[config.mk]
export PLATFORM = sky130hd
export DESIGN_NAME = twowire_cfg_slave
export DESIGN_NICKNAME = d
export VERILOG_FILES = /design/src/rtl/tw_pkg.sv /design/src/rtl/tw_sync.sv /design/src/rtl/tw_bank.sv /design/src/rtl/tw_ctrl.sv /design/src/rtl/twowire_cfg_slave.sv
export SDC_FILE = /design/constraint.sdc
export NUM_CORES = 1
export LEC_CHECK = 0
export ABC_AREA = 1
export BUFFER_PORTS_ARGS = -buffer_cell sky130_fd_sc_hd__buf_2
export CAP_MARGIN = 30
export CORE_MARGIN = 4
export CORE_UTILIZATION = 58
export CTS_CLUSTER_SIZE = 28
export DETAILED_ROUTE_END_ITERATION = 12
export GPL_TIMING_DRIVEN = 0
export PLACE_DENSITY_LB_ADDON = 0.3
export SYNTH_ARGS = -nofsm -noshare
export SYNTH_HDL_FRONTEND = slang
export SYNTH_SLANG_ARGS = --single-unit
[constraint.sdc]
create_clock -name clk -period 1.72 [get_ports clk]
set_input_delay 0.172 -clock clk [delete_from_list [all_inputs] [get_ports clk]]
set_output_delay 0.172 -clock clk [all_outputs]
set_load 0.05 [all_outputs]
[src/rtl/tw_pkg.sv]
package tw_pkg;
  typedef enum logic [2:0] {
    ST_IDLE,
    ST_ADDR,
    ST_AACK,
    ST_WBYTE,
    ST_WACK,
    ST_RBYTE,
    ST_RACK,
    ST_SKIP
  } tw_state_e;
endpackage

[src/rtl/tw_sync.sv]
module tw_sync #(
  parameter int N_LINES = 2
) (
  input  logic               clk,
  input  logic               rst,
  input  logic [N_LINES-1:0] raw_i,
  output logic [N_LINES-1:0] now_o,
  output logic [N_LINES-1:0] prev_o
);
  for (genvar g = 0; g < N_LINES; g++) begin : g_line
    logic [1:0] meta;
    logic       last;
    always_ff @(posedge clk) begin
      if (rst) begin
        meta <= 2'b11;
        last <= 1'b1;
      end else begin
        meta <= {meta[0], raw_i[g]};
        last <= meta[1];
      end
    end
    assign now_o[g]  = meta[1];
    assign prev_o[g] = last;
  end
endmodule

[src/rtl/tw_bank.sv]
module tw_bank #(
  parameter int NUM_REGS = 3,
  parameter int IW       = 2
) (
  input  logic                  clk,
  input  logic                  rst,
  input  logic                  wr_en,
  input  logic [IW-1:0]         wr_idx,
  input  logic [7:0]            wr_data,
  output logic [NUM_REGS*8-1:0] bytes_o
);
  logic [7:0] mem [NUM_REGS];

  always_ff @(posedge clk) begin
    if (rst) begin
      for (int i = 0; i < NUM_REGS; i++) mem[i] <= 8'h00;
    end else if (wr_en) begin
      for (int i = 0; i < NUM_REGS; i++)
        if (wr_idx == IW'(i)) mem[i] <= wr_data;
    end
  end

  for (genvar g = 0; g < NUM_REGS; g++) begin : g_out
    assign bytes_o[g*8 +: 8] = mem[g];
  end

  // stores never aim outside the bank
  a_r7_idx_in_range: assert property (@(posedge clk) disable iff (rst)
    wr_en |-> ({1'b0, wr_idx} < (IW+1)'(NUM_REGS)));
  // bytes change only through a write
  a_r6_hold_unless_written: assert property (@(posedge clk) disable iff (rst)
    !wr_en |=> $stable(bytes_o));
endmodule

[src/rtl/tw_ctrl.sv]
module tw_ctrl
  import tw_pkg::*;
#(
  parameter logic [6:0] DEV_ADDR  = 7'h5A,
  parameter int         NUM_DUMMY = 2,
  parameter int         NUM_REGS  = 3,
  parameter int         IW        = 2
) (
  input  logic                  clk,
  input  logic                  rst,
  input  logic                  scl_now,
  input  logic                  scl_prev,
  input  logic                  sda_now,
  input  logic                  sda_prev,
  input  logic [NUM_REGS*8-1:0] bank_i,
  output logic                  wr_en,
  output logic [IW-1:0]         wr_idx,
  output logic [7:0]            wr_data,
  output logic                  pull_o
);
  localparam int CW = $clog2(NUM_DUMMY + NUM_REGS + 1);
  localparam int RW = $clog2(NUM_REGS + 1);
  localparam logic [CW-1:0] BMAX  = CW'(NUM_DUMMY + NUM_REGS);
  localparam logic [CW-1:0] DUMMY = CW'(NUM_DUMMY);
  localparam logic [RW-1:0] RMAX  = RW'(NUM_REGS);

  tw_state_e     state;
  logic [3:0]    bitcnt;
  logic [7:0]    shreg;
  logic [7:0]    tx;
  logic          rw;
  logic          nack;
  logic [CW-1:0] bcnt;
  logic [RW-1:0] rd_idx;
  logic [7:0]    rd_byte;
  logic          pull;

  wire scl_rise  = scl_now & ~scl_prev;
  wire scl_fall  = ~scl_now & scl_prev;
  wire start_det = scl_now & scl_prev & sda_prev & ~sda_now;
  wire stop_det  = scl_now & scl_prev & ~sda_prev & sda_now;
  wire byte_end  = scl_fall && (bitcnt == 4'd8);

  always_comb begin
    rd_byte = 8'hFF;
    for (int i = 0; i < NUM_REGS; i++)
      if (rd_idx == RW'(i)) rd_byte = bank_i[i*8 +: 8];
  end

  assign wr_en   = (state == ST_WBYTE) && byte_end && !start_det && !stop_det &&
                   (bcnt >= DUMMY) && (bcnt < BMAX);
  assign wr_idx  = IW'(bcnt - DUMMY);
  assign wr_data = shreg;
  assign pull_o  = pull;

  always_ff @(posedge clk) begin
    if (rst) begin
      state  <= ST_IDLE;
      bitcnt <= '0;
      shreg  <= '0;
      tx     <= '0;
      rw     <= 1'b0;
      nack   <= 1'b0;
      bcnt   <= '0;
      rd_idx <= '0;
      pull   <= 1'b0;
    end else if (start_det) begin
      state  <= ST_ADDR;
      bitcnt <= '0;
      rd_idx <= '0;
      pull   <= 1'b0;
    end else if (stop_det) begin
      state <= ST_IDLE;
      pull  <= 1'b0;
    end else begin
      case (state)
        ST_ADDR, ST_WBYTE: begin
          if (scl_rise) begin
            shreg  <= {shreg[6:0], sda_now};
            bitcnt <= bitcnt + 4'd1;
          end else if (byte_end) begin
            bitcnt <= '0;
            if (state == ST_ADDR) begin
              if (shreg[7:1] == DEV_ADDR) begin
                pull  <= 1'b1;
                rw    <= shreg[0];
                state <= ST_AACK;
              end else begin
                state <= ST_SKIP;
              end
            end else begin
              pull  <= 1'b1;
              state <= ST_WACK;
              if (bcnt != BMAX) bcnt <= bcnt + 1'b1;
            end
          end
        end
        ST_AACK: if (scl_fall) begin
          bitcnt <= '0;
          bcnt   <= '0;
          if (rw) begin
            tx    <= rd_byte;
            pull  <= ~rd_byte[7];
            state <= ST_RBYTE;
            if (rd_idx != RMAX) rd_idx <= rd_idx + 1'b1;
          end else begin
            pull  <= 1'b0;
            state <= ST_WBYTE;
          end
        end
        ST_WACK: if (scl_fall) begin
          pull   <= 1'b0;
          bitcnt <= '0;
          state  <= ST_WBYTE;
        end
        ST_RBYTE: if (scl_fall) begin
          if (bitcnt == 4'd7) begin
            pull   <= 1'b0;
            bitcnt <= '0;
            state  <= ST_RACK;
          end else begin
            bitcnt <= bitcnt + 4'd1;
            tx     <= tx << 1;
            pull   <= ~tx[6];
          end
        end
        ST_RACK: begin
          if (scl_rise) begin
            nack <= sda_now;
          end else if (scl_fall) begin
            if (nack) begin
              state <= ST_SKIP;
            end else begin
              tx    <= rd_byte;
              pull  <= ~rd_byte[7];
              state <= ST_RBYTE;
              if (rd_idx != RMAX) rd_idx <= rd_idx + 1'b1;
            end
          end
        end
        default: ;
      endcase
    end
  end

  // a stop leaves the block idle with the line released
  a_r2_stop_to_idle: assert property (@(posedge clk) disable iff (rst)
    (stop_det && !start_det) |=> (state == ST_IDLE && !pull));
  // a skipped transfer never drives the line
  a_r4_skip_quiet: assert property (@(posedge clk) disable iff (rst)
    (state == ST_SKIP) |-> !pull);
  // the master's acknowledge slot is never driven by the slave
  a_r9_rack_released: assert property (@(posedge clk) disable iff (rst)
    (state == ST_RACK) |-> !pull);
  // the address acknowledge holds until the serial clock falls
  a_r3_ack_held: assert property (@(posedge clk) disable iff (rst)
    (state == ST_AACK && !scl_fall && !start_det && !stop_det) |=>
      (state == ST_AACK && pull));
endmodule

[src/rtl/twowire_cfg_slave.sv]
module twowire_cfg_slave #(
  parameter logic [6:0] DEV_ADDR  = 7'h5A,
  parameter int         NUM_DUMMY = 2,
  parameter int         NUM_REGS  = 3
) (
  input  logic                  clk,
  input  logic                  rst,
  input  logic                  scl_i,
  input  logic                  sda_i,
  output logic                  sda_pull_o,
  output logic [NUM_REGS*8-1:0] cfg_bytes_o
);
  localparam int IW = (NUM_REGS > 1) ? $clog2(NUM_REGS) : 1;

  logic [1:0]    line_now, line_prev;
  logic          wr_en;
  logic [IW-1:0] wr_idx;
  logic [7:0]    wr_data;

  tw_sync #(.N_LINES(2)) u_sync (
    .clk    (clk),
    .rst    (rst),
    .raw_i  ({scl_i, sda_i}),
    .now_o  (line_now),
    .prev_o (line_prev)
  );

  tw_ctrl #(
    .DEV_ADDR (DEV_ADDR),
    .NUM_DUMMY(NUM_DUMMY),
    .NUM_REGS (NUM_REGS),
    .IW       (IW)
  ) u_ctrl (
    .clk     (clk),
    .rst     (rst),
    .scl_now (line_now[1]),
    .scl_prev(line_prev[1]),
    .sda_now (line_now[0]),
    .sda_prev(line_prev[0]),
    .bank_i  (cfg_bytes_o),
    .wr_en   (wr_en),
    .wr_idx  (wr_idx),
    .wr_data (wr_data),
    .pull_o  (sda_pull_o)
  );

  tw_bank #(.NUM_REGS(NUM_REGS), .IW(IW)) u_bank (
    .clk    (clk),
    .rst    (rst),
    .wr_en  (wr_en),
    .wr_idx (wr_idx),
    .wr_data(wr_data),
    .bytes_o(cfg_bytes_o)
  );
endmodule

==> impl_results.md <==
* Commonest non-fill, non-tap cell in the layout: nand2_1
* Final Hold Fails at 0
* Final setup viols at 0
* Area Growth Syn to Fin at 25.7%
* Endpoint class of the critical path: register
* Core Footprint at 4820 sq um
* Max Cap Violations at 0
* Register share of total power at 32.5%
* Die Wd at 79.4 um
* Total grt overflow at 0
* Clock Latency Late Sink at 0.35 ns
* Vias in the first global route at 2380
* Worst hold path type: in2reg
* CTS Root Buffer Type: clkbuf_8
* Via density at 5.49
* Min-delay src: sda_i
* Final Net Count at 437
* Yosys top cell by area: dfxtp_1
* Slew headroom at 72.0%
* Setup crit start: u_ctrl.bitcnt[0]$_SDFFE_PP0P_
* RSZ-0062 raised after global routing: true
* Seq/Total Area, Yosys at 48.8%
* Clock Path Buffers at 2
* Fin crit period at 1.70 ns
* Status: finished clean
* VDD IR max at 0.779 mV
* Most frequent cells in the layout: nand2_1 (87), nor2_1 (39), inv_1 (35)
* Switch share at 39.1%
* Vias at 2710
* All-Layer GR Usage at 23.3%
* Post-synth cell types at 30
* Diode count at 0
* Placer Congestion at slightly above 0.9
* Final cell count without fillers at between 400 and 500
* Post-synth top area share at 24.4%
* WS Path Type: reg2reg
* Cell Rows at 25
* Clock sink total at 60
* Initial Util at between 60 and 70%
* CTS H-tree depth at 3
* Worst slew pin tran at around 0.42 ns
* DRC at 0
* Worst EP required at 1.92 ns
* Total CTS buffers at 9
* Layout cells sized above 1 at 28.1%
* Primary FF master, synth: dfxtp_1
* Clk network pwr share at 26.4%
* Period utilization at between 90 and 100%
* Hold buffers post-CTS at 0
* Mapped Cells at 374
* Comb power frac at 41.1%
* I/O pin count at 29
* TritonRoute pass-1 iters at 7
* Largest net degree at the start of global routing at 11
* Pwr/cell area at 1460 nW/um^2
* Starting DRT DRC Count at 262
* Final slew viol count at 0
* WHS at about 0.0055 ns
* Routed Antenna Nets at 0
* Final WL at ~7300 um
* R2r startpoint: u_ctrl.bitcnt[0]$_SDFFE_PP0P_
* First-pass GRT wire length at 11000 um
* Synth Register Bits at 60
* Asr flop ratio synth at 0%
* Drt wl/cell at about 15 um
* Antenna violations before repair at 0
* WP data arrival at 1.90 ns
* Cells after DPL at 469
* Avg Cell Area, Syn at approximately 7.9 sq um
* Syn Nets at between 300 and 400
* Final Skew at 0.0107 ns
* CP Max Fanout at 8
* Synth warn at 0
* Post-Syn Area at 2950 sq um
* Worst-path clk slew at 0.07 ns
* HPWL Detailed at around 4900 um
* P_sw at ~2.1 mW
* CTS tree: done
* Kind of start point of the critical path: register
* Die height at a little under 80 um
* Top post-synthesis cells by area: dfxtp_1 (24%), edfxtp_1 (24%), nand2_1 (12%)
* Int Pwr at about 3.3 mW
* Peak Freq at 587 MHz
* LEAKAGE at 1.63 nW
* Post-synth EDFFs at 24
* IO Port Bufs at 28
* DIE AREA at roughly 6300 sq um
## flip-flops by register name, summed over array words and instances (netlist names), 2 cells and up
name,flops
u_ctrl.wr_data,8
u_ctrl.rd_idx,2
u_ctrl.bitcnt,4
u_sync.g_line.last,2
u_bank.mem,24
u_ctrl.tx,7
u_ctrl.state,3
u_sync.g_line.meta,4
u_ctrl.bcnt,3
## worst max-delay path, stage by stage (launching register included)
cell and delay [ns]:
dfxtp_2 0.34, inv_2 0.08, ha_4 0.15, nand3_4 0.10, nor2_4 0.14, inv_2 0.07, nor2_4 0.17, nand2_2 0.11
nand3_4 0.12, nand2_8 0.11, nor2_4 0.16
## cell usage after synthesis (3+ instances only)
cell type	count
a21oi_1	26
inv_2	4
edfxtp_1	24
nand2_1	96
xor2_1	3
nor2_2	4
o211ai_1	3
inv_1	40
clkbuf_1	3
ha_1	10
o21ai_0	23
o22ai_1	7
nand3_1	14
nor2_1	53
or2_2	5
dfxtp_1	36
nand4_1	6
## power by group through the flow
| stage | clock (mW) | sequential (mW) | combinational, mW |
|---|---|---|---|
| 5_1_grt | 1.53 | 1.78 | 2.46 |
| 3_3_place_gp | 0 | 1.77 | 1.81 |
| 4_1_cts | 1.44 | 1.75 | 1.90 |
| 6_report | 1.43 | 1.76 | 2.23 |
| 2_1_floorplan | 0 | 1.86 | 1.36 |
| 3_5_place_dp | 0 | 1.78 | 1.84 |
## cells by family after synthesis
group / synth area share [%]
adder cells (fa/ha/maj): 4.24
buffers and inverters: 7.62
XOR/XNOR: 0.890
AND/OR/NAND/NOR: 27.4
flip-flops: 48.8
AO/OA/AOI/OAI: 11.1
## per-stage QoR
stage	setup WS, ns	utilization [%]	power (mW)	setup TNS, ns	area (sq um)
final	0.0164	77.1	5.43	0	3710
after floorplan	0.179	-	3.22	0	2950
after global routing	-0.0447	77.1	5.77	-1.13	3710
after detailed placement	-0.131	66.0	3.61	-4.10	3180
after global placement	-0.126	66.0	3.58	-3.86	3180
after CTS	0.00651	72.5	5.09	0	3490
## worst paths after layout
kind / endpoint / slack [ns] / depth (start not counted)
worst min register to register: u_sync.g_line[0].meta[1]$_SDFF_PP1_ / 0.41 / 1
worst min-delay path: u_sync.g_line[0].meta[0]$_SDFF_PP1_ / 0.006 / 2
worst max-delay path: u_bank.mem[0][17]$_DFFE_PP_ / 0.02 / 10
worst max register to register: u_bank.mem[0][17]$_DFFE_PP_ / 0.02 / 10
## final cells by class
cell class	instances	area, sq um
repair inverters	1	5.00
fillers	348	1100
plain buffers	7	61.3
repair buffers	37	208
inverters	46	176
clock inverters	4	72.6
multi-input cells	261	1500
well taps	67	83.8
clock buffers	11	151
flip-flops and latches	60	1450
## what timing repair did
item                                    CTS  global route
pin swaps                                 4            13
gates cloned                              0             1
gates resized for setup                  31            40
endpoints found under the setup margin   53            69
setup buffers                             0             9
## per-layer routing
layer / up-vias / track usage [%] / share of wire [%]
met1: 1267 / 29.8 / 43
met4: 0 / 13.1 / 2.7
met2: 106 / 36.8 / 49
met3: 19 / 4.76 / 6.1
li1: 1318 / - / -
met5: - / 0 / 0
Note: power is estimated with default switching activity, not from simulation.
